## src/rtl/crd_pkg.sv

```systemverilog
package crd_pkg;
   // legacy window in 32 KiB blocks (address bits [19:15])
   localparam int unsigned LEG_BLK_LG   = 15;
   localparam int unsigned LEG_FIRST    = 20;  // 0xA0000
   localparam int unsigned LEG_VID_BLK  = 24;  // 0xC0000..0xC7FFF
   localparam int unsigned LEG_SYS_BLK0 = 30;  // 0xF0000..0xFFFFF
   localparam int unsigned MIB_LG       = 20;
   localparam int unsigned KIB_LG       = 10;
   localparam int unsigned BASE_MULT_LG = 8;   // x256
   localparam int unsigned WIN_LG_MIN   = 12;  // smallest hole 4 KiB

   function automatic int crd_max3(input int a, input int b, input int c);
      int m;
      m = (a > b) ? a : b;
      return (m > c) ? m : c;
   endfunction
endpackage

```

## src/rtl/crd_limit.sv

```systemverilog
module crd_limit
   import crd_pkg::*;
#(
   parameter int ADDR_W  = 32,
   parameter int DRAM_W  = 12,
   parameter int CACHE_W = 11
) (
   input  logic [ADDR_W-1:0]  addr_i,
   input  logic [DRAM_W-1:0]  dram_mb_i,
   input  logic [CACHE_W-1:0] cache_kb_i,
   input  logic [1:0]         tag_mode_i,
   output logic               in_limit_o
);
   localparam int LIM_W = crd_max3(ADDR_W, DRAM_W + MIB_LG,
                                   CACHE_W + KIB_LG + BASE_MULT_LG + 2) + 1;

   logic [LIM_W-1:0] dram_lim;
   logic [LIM_W-1:0] cache_lim;
   logic [LIM_W-1:0] eff_lim;
   logic [1:0]       mult_sh;

   always_comb begin
      unique case (tag_mode_i)
         2'd0:    mult_sh = 2'd0;
         2'd1:    mult_sh = 2'd1;
         default: mult_sh = 2'd2;
      endcase
      dram_lim   = LIM_W'(dram_mb_i) << MIB_LG;
      cache_lim  = LIM_W'(cache_kb_i) << (KIB_LG + BASE_MULT_LG + 32'(mult_sh));
      eff_lim    = (dram_lim < cache_lim) ? dram_lim : cache_lim;
      in_limit_o = LIM_W'(addr_i) < eff_lim;
   end
endmodule

```

## src/rtl/crd_window.sv

```systemverilog
module crd_window
   import crd_pkg::*;
#(
   parameter int ADDR_W = 32,
   parameter int SZ_W   = 4
) (
   input  logic [ADDR_W-1:0] addr_i,
   input  logic              en_i,
   input  logic [ADDR_W-1:0] base_i,
   input  logic [SZ_W-1:0]   sz_i,
   output logic              hit_o
);
   logic [ADDR_W-1:0] keep;

   always_comb begin
      keep  = {ADDR_W{1'b1}} << (WIN_LG_MIN + 32'(sz_i));
      hit_o = en_i && (((addr_i ^ base_i) & keep) == '0);
   end
endmodule

```

## src/rtl/crd_legacy.sv

```systemverilog
module crd_legacy
   import crd_pkg::*;
#(
   parameter int ADDR_W = 32
) (
   input  logic [ADDR_W-1:0] addr_i,
   input  logic              vid_shadow_i,
   input  logic              sys_shadow_i,
   output logic              legacy_nc_o
);
   logic       below_1m;
   logic [4:0] blk;
   logic       in_upper, is_vid, is_sys;

   always_comb begin
      below_1m    = (addr_i[ADDR_W-1:MIB_LG] == '0);
      blk         = addr_i[MIB_LG-1:LEG_BLK_LG];
      in_upper    = below_1m && (32'(blk) >= LEG_FIRST);
      is_vid      = in_upper && (32'(blk) == LEG_VID_BLK);
      is_sys      = in_upper && (32'(blk) >= LEG_SYS_BLK0);
      legacy_nc_o = in_upper && !(is_vid && vid_shadow_i)
                             && !(is_sys && sys_shadow_i);
   end
endmodule

```

## src/rtl/cache_region_decoder.sv

```systemverilog
module cache_region_decoder
   import crd_pkg::*;
#(
   parameter int ADDR_W  = 32,
   parameter int DRAM_W  = 12,
   parameter int CACHE_W = 11,
   parameter int NWIN    = 2,
   parameter int SZ_W    = 4
) (
   input  logic                        clk_i,
   input  logic                        rst_i,
   input  logic [ADDR_W-1:0]           addr_i,
   input  logic [DRAM_W-1:0]           dram_mb_i,
   input  logic [CACHE_W-1:0]          cache_kb_i,
   input  logic [1:0]                  tag_mode_i,
   input  logic [NWIN-1:0]             win_en_i,
   input  logic [NWIN-1:0][ADDR_W-1:0] win_base_i,
   input  logic [NWIN-1:0][SZ_W-1:0]   win_sz_i,
   input  logic                        vid_shadow_i,
   input  logic                        sys_shadow_i,
   output logic                        cacheable_o
);
   if (ADDR_W < 21) begin : g_bad_addr
      $error("ADDR_W must cover the first megabyte");
   end
   if (WIN_LG_MIN + (1 << SZ_W) - 1 > ADDR_W) begin : g_bad_sz
      $error("largest hole exceeds the address space");
   end
   if (NWIN < 1) begin : g_bad_nwin
      $error("NWIN must be at least 1");
   end

   logic            in_limit;
   logic            legacy_nc;
   logic [NWIN-1:0] win_hit;
   logic            cacheable_d;

   crd_limit #(.ADDR_W(ADDR_W), .DRAM_W(DRAM_W), .CACHE_W(CACHE_W)) i_limit (
      .addr_i     (addr_i),
      .dram_mb_i  (dram_mb_i),
      .cache_kb_i (cache_kb_i),
      .tag_mode_i (tag_mode_i),
      .in_limit_o (in_limit)
   );

   for (genvar w = 0; w < NWIN; w++) begin : g_win
      crd_window #(.ADDR_W(ADDR_W), .SZ_W(SZ_W)) i_win (
         .addr_i (addr_i),
         .en_i   (win_en_i[w]),
         .base_i (win_base_i[w]),
         .sz_i   (win_sz_i[w]),
         .hit_o  (win_hit[w])
      );
   end

   crd_legacy #(.ADDR_W(ADDR_W)) i_legacy (
      .addr_i       (addr_i),
      .vid_shadow_i (vid_shadow_i),
      .sys_shadow_i (sys_shadow_i),
      .legacy_nc_o  (legacy_nc)
   );

   // priority: limit, then holes, then legacy window
   always_comb begin
      if (!in_limit)        cacheable_d = 1'b0;
      else if (|win_hit)    cacheable_d = 1'b0;
      else if (legacy_nc)   cacheable_d = 1'b0;
      else                  cacheable_d = 1'b1;
   end

   always_ff @(posedge clk_i) begin
      if (rst_i) cacheable_o <= 1'b0;
      else       cacheable_o <= cacheable_d;
   end
endmodule

```

## config.mk

```make
export PLATFORM = sky130hd
export DESIGN_NAME = cache_region_decoder
export DESIGN_NICKNAME = d
export VERILOG_FILES = /design/src/rtl/crd_pkg.sv /design/src/rtl/crd_limit.sv /design/src/rtl/crd_window.sv /design/src/rtl/crd_legacy.sv /design/src/rtl/cache_region_decoder.sv
export SDC_FILE = /design/constraint.sdc
export NUM_CORES = 1
export LEC_CHECK = 0
export BUFFER_PORTS_ARGS = -buffer_cell sky130_fd_sc_hd__buf_2
export CAP_MARGIN = 10
export CELL_PAD_IN_SITES_DETAIL_PLACEMENT = 1
export CELL_PAD_IN_SITES_GLOBAL_PLACEMENT = 2
export CORE_AREA = 2 2 99 111
export CTS_BUF_LIST = sky130_fd_sc_hd__clkbuf_8
export DETAILED_ROUTE_END_ITERATION = 8
export DIE_AREA = 0 0 101 113
export PLACE_DENSITY = 0.87
export SLEW_MARGIN = 20
export SYNTH_ARGS = -nofsm -noshare
export SYNTH_HDL_FRONTEND = slang
export SYNTH_SLANG_ARGS = --single-unit
export TNS_END_PERCENT = 100
```

## constraint.sdc

```tcl
create_clock -name clk_i -period 4.7 [get_ports clk_i]
set_input_delay 0.235 -clock clk_i [delete_from_list [all_inputs] [get_ports clk_i]]
set_output_delay 0.235 -clock clk_i [all_outputs]
set_load 0.02 [all_outputs]
```

==> results.md <==
- DR vias: just under 3000
- Top Registers: cacheable_o: 1 flops
- Flops & latches, synth: 1
- Vias in the first global route: 3016
- Die width: about 100 um
- Synth area leader: ha_1
- Layout cell share with drive strength beyond 1: 32.21%
- Synth top area share: between 10% and 20%
- WS Path Type: in -> reg
- First-pass GRT wire length: around 15000 um
- Status: finished, final reports clean
- Total Wirelength: 9884 um
- Antenna violations before repair: 3
- I/O pin count: 136
- Setup TNS: 0 ns
- Max-cap violations: 0
- GPL Wtd Cong: 0.8958
- Initial cell density of the core: ~23%
- DRT Pass-1 Iters: 4
- Max Freq: 0.2390 GHz
- Worst-Margin Slew: about 0.52 ns
- Warnings from Yosys: 0
- DR iter-0 viols: 43
- Seq/Total Area, Yosys: less than 1%
- Synth cell types: a little under 60
- Avg Cell Area, Syn: approximately 7.2 um2
- Max FO, Critical Path: 13
- Clock slew at reported path FFs: 0 ns
- Leakage: 1.424 nW
- Layout area overhead: 33.04%
- DR WL/cell: 17.40 um
- EDFF count, synth: 0
- Ranking of synthesized cells by area: ha_1, xnor2_1, xor2_1
- DRC errors left: 0
- Max reg flops: 1
- Final Util: roughly 30%
- Post-CTS sizing: 0
- RSZ-0062 raised after global routing: no
- Most flops, register: cacheable_o
- Vias per cell: between 5 and 6
- Post-CTS setup buffers: 0
- Synth Flop Type: dfxtp_1
- Part of the cycle the worst path needs: approximately 89%
- Num rows: 39
- Startpoint Class: input port
- Largest net degree at the start of global routing: 24
- Final min period: between 4 and 5 ns
- Port Buffer Count: between 100 and 150
- Crit end category: flip-flop
- Hold Crit Depth: 4
- Final hold violations: 0
- Post-synthesis cell count: approximately 320
- Detail Placement HPWL: 8834 um
- WP data arrival: roughly 4 ns
- Fin nets: about 610
- Worst Setup Slack, final: 0.5161 ns
- Pins Over Slew Limit: 0
- Peak VDD IR: 0.00003918 V
- Hold Crit Class: in -> reg
- DP Worst Slack: around 0.46 ns
- GRT Total Usage: 16.77%
- Synthesized cell area: between 0.002 and 0.0025 mm2
- Hold Buf Count CTS: 0
- Final antenna-violating net count: 0
- Req. time, crit path: approximately 4.6 ns
- Die footprint: between 0.01 and 0.015 mm2
- Synth async-reset ratio: 0%
- Grt ovf: 0
- Setup Viol. Count Final: 0
- Max-Slew Margin vs Limit: around two thirds
- Core area: approximately 0.010 mm2
- PD cells: around 110 mW/mm2
- Die Ht: between 100 and 150 um
==> logic make-up (layout without fill, tap and decap cells) <==
group,count (synthesis),in the layout,share of synthesized area [%]
xor gates and xnor gates,62,62,23.51
buffers and inverters,18,140,3.955
DFF,1,1,0.8668
muxes,10,10,4.388
and+or+nand+nor,92,92,19.88
AOI/OAI and AO/OA,103,103,28.93
other,1,3,0.1624
adders and majority gates,34,34,18.31
==> metrics by stage <==
| step | total power, mW | std cells | area, um2 | hold slack (ns) |
|---|---|---|---|---|
| 2_1_floorplan | 0.2148 | 322 | 2313 | 0.4143 |
| 3_3_place_gp | 0.3397 | 567 | 3070 | 0.5593 |
| 3_5_place_dp | 0.3517 | 567 | 3070 | 0.5421 |
| 4_1_cts | 0.3540 | 567 | 3070 | 0.5410 |
| 5_1_grt | 0.3938 | 568 | 3073 | 0.5943 |
| 6_report | 0.3489 | 568 | 3073 | 0.5427 |
==> critical path, cell delays in order <==
cell and delay (ns):
buf_2 0.28, mux2i_1 0.22, nor2_1 0.05, a21oi_1 0.20, ha_1 0.28, a21o_1 0.16
a21o_1 0.16, a21oi_1 0.20, o2111ai_1 0.15, a31oi_2 0.49, nor2_1 0.11, nand3b_1 0.11
ha_1 0.23, o21a_1 0.10, o211ai_1 0.16, a21oi_1 0.10, o31a_1 0.25, o2111ai_1 0.21
a21oi_1 0.10, nor4_1 0.28
==> cells in the mapped netlist (2+ instances only) <==
cell type / instances
nand4_1: 5
nand4b_1: 2
nor2_1: 38
and3_1: 3
nand2_1: 12
clkbuf_1: 3
o2111ai_1: 4
a211oi_1: 4
nor2b_1: 4
xor2_1: 29
o21ai_0: 14
o21a_1: 2
ha_1: 33
o21bai_1: 2
a21o_1: 6
xnor2_1: 33
inv_2: 2
buf_2: 4
a41oi_1: 4
nor3_1: 8
a32oi_1: 2
o21ai_1: 2
inv_1: 5
mux2i_1: 9
buf_6: 2
nor4_1: 5
a21oi_1: 41
o22ai_1: 3
o211ai_1: 3
a31oi_1: 4
nand3_1: 6
==> final cells by class <==
cell class	count	area [um2]
fill	1330	7174
multi-input combinational	303	2202
timing repair buffer	133	668.1
tap	123	153.9
inverter	7	26.28
sequential	1	20.02
antenna	1	2.502
==> power by group <==
| group | switching (mW) | internal (mW) | total (mW) |
|---|---|---|---|
| Combinational | 0.185 | 0.153 | 0.339 |
| Clock | 0 | 0.0000000285 | 0.0000000285 |
| Sequential | 0.000477 | 0.00981 | 0.0103 |
==> final timing paths <==
| check | start | to | slack [ns] |
|---|---|---|---|
| hold / removal | rst_i | cacheable_o$_SDFF_PP0_ | 0.54 |
| setup / recovery | tag_mode_i[0] | cacheable_o$_SDFF_PP0_ | 0.52 |
==> layout by cell type (no fill, tap or decap), drive strengths merged, types with 5 or more instances in the layout <==
cell / count
buf: 133
a21oi: 42
nor2: 38
xnor2: 33
ha: 33
xor2: 29
o21ai: 16
nand2: 12
mux2i: 9
nor3: 8
inv: 7
a21o: 6
nand3: 6
nor4: 6
nand4: 5
nor2b: 5
o2111ai: 5
a31oi: 5
==> metal layers <==
metal	share of wire, %	vias up	track usage (%)
li1	-	1439	-
met4	0.36	4	0.7207
met5	0.24	-	0
met1	43	1334	20.95
met2	48	109	31.20
met3	7.8	6	3.088
Note: power is estimated with default switching activity, not from simulation.
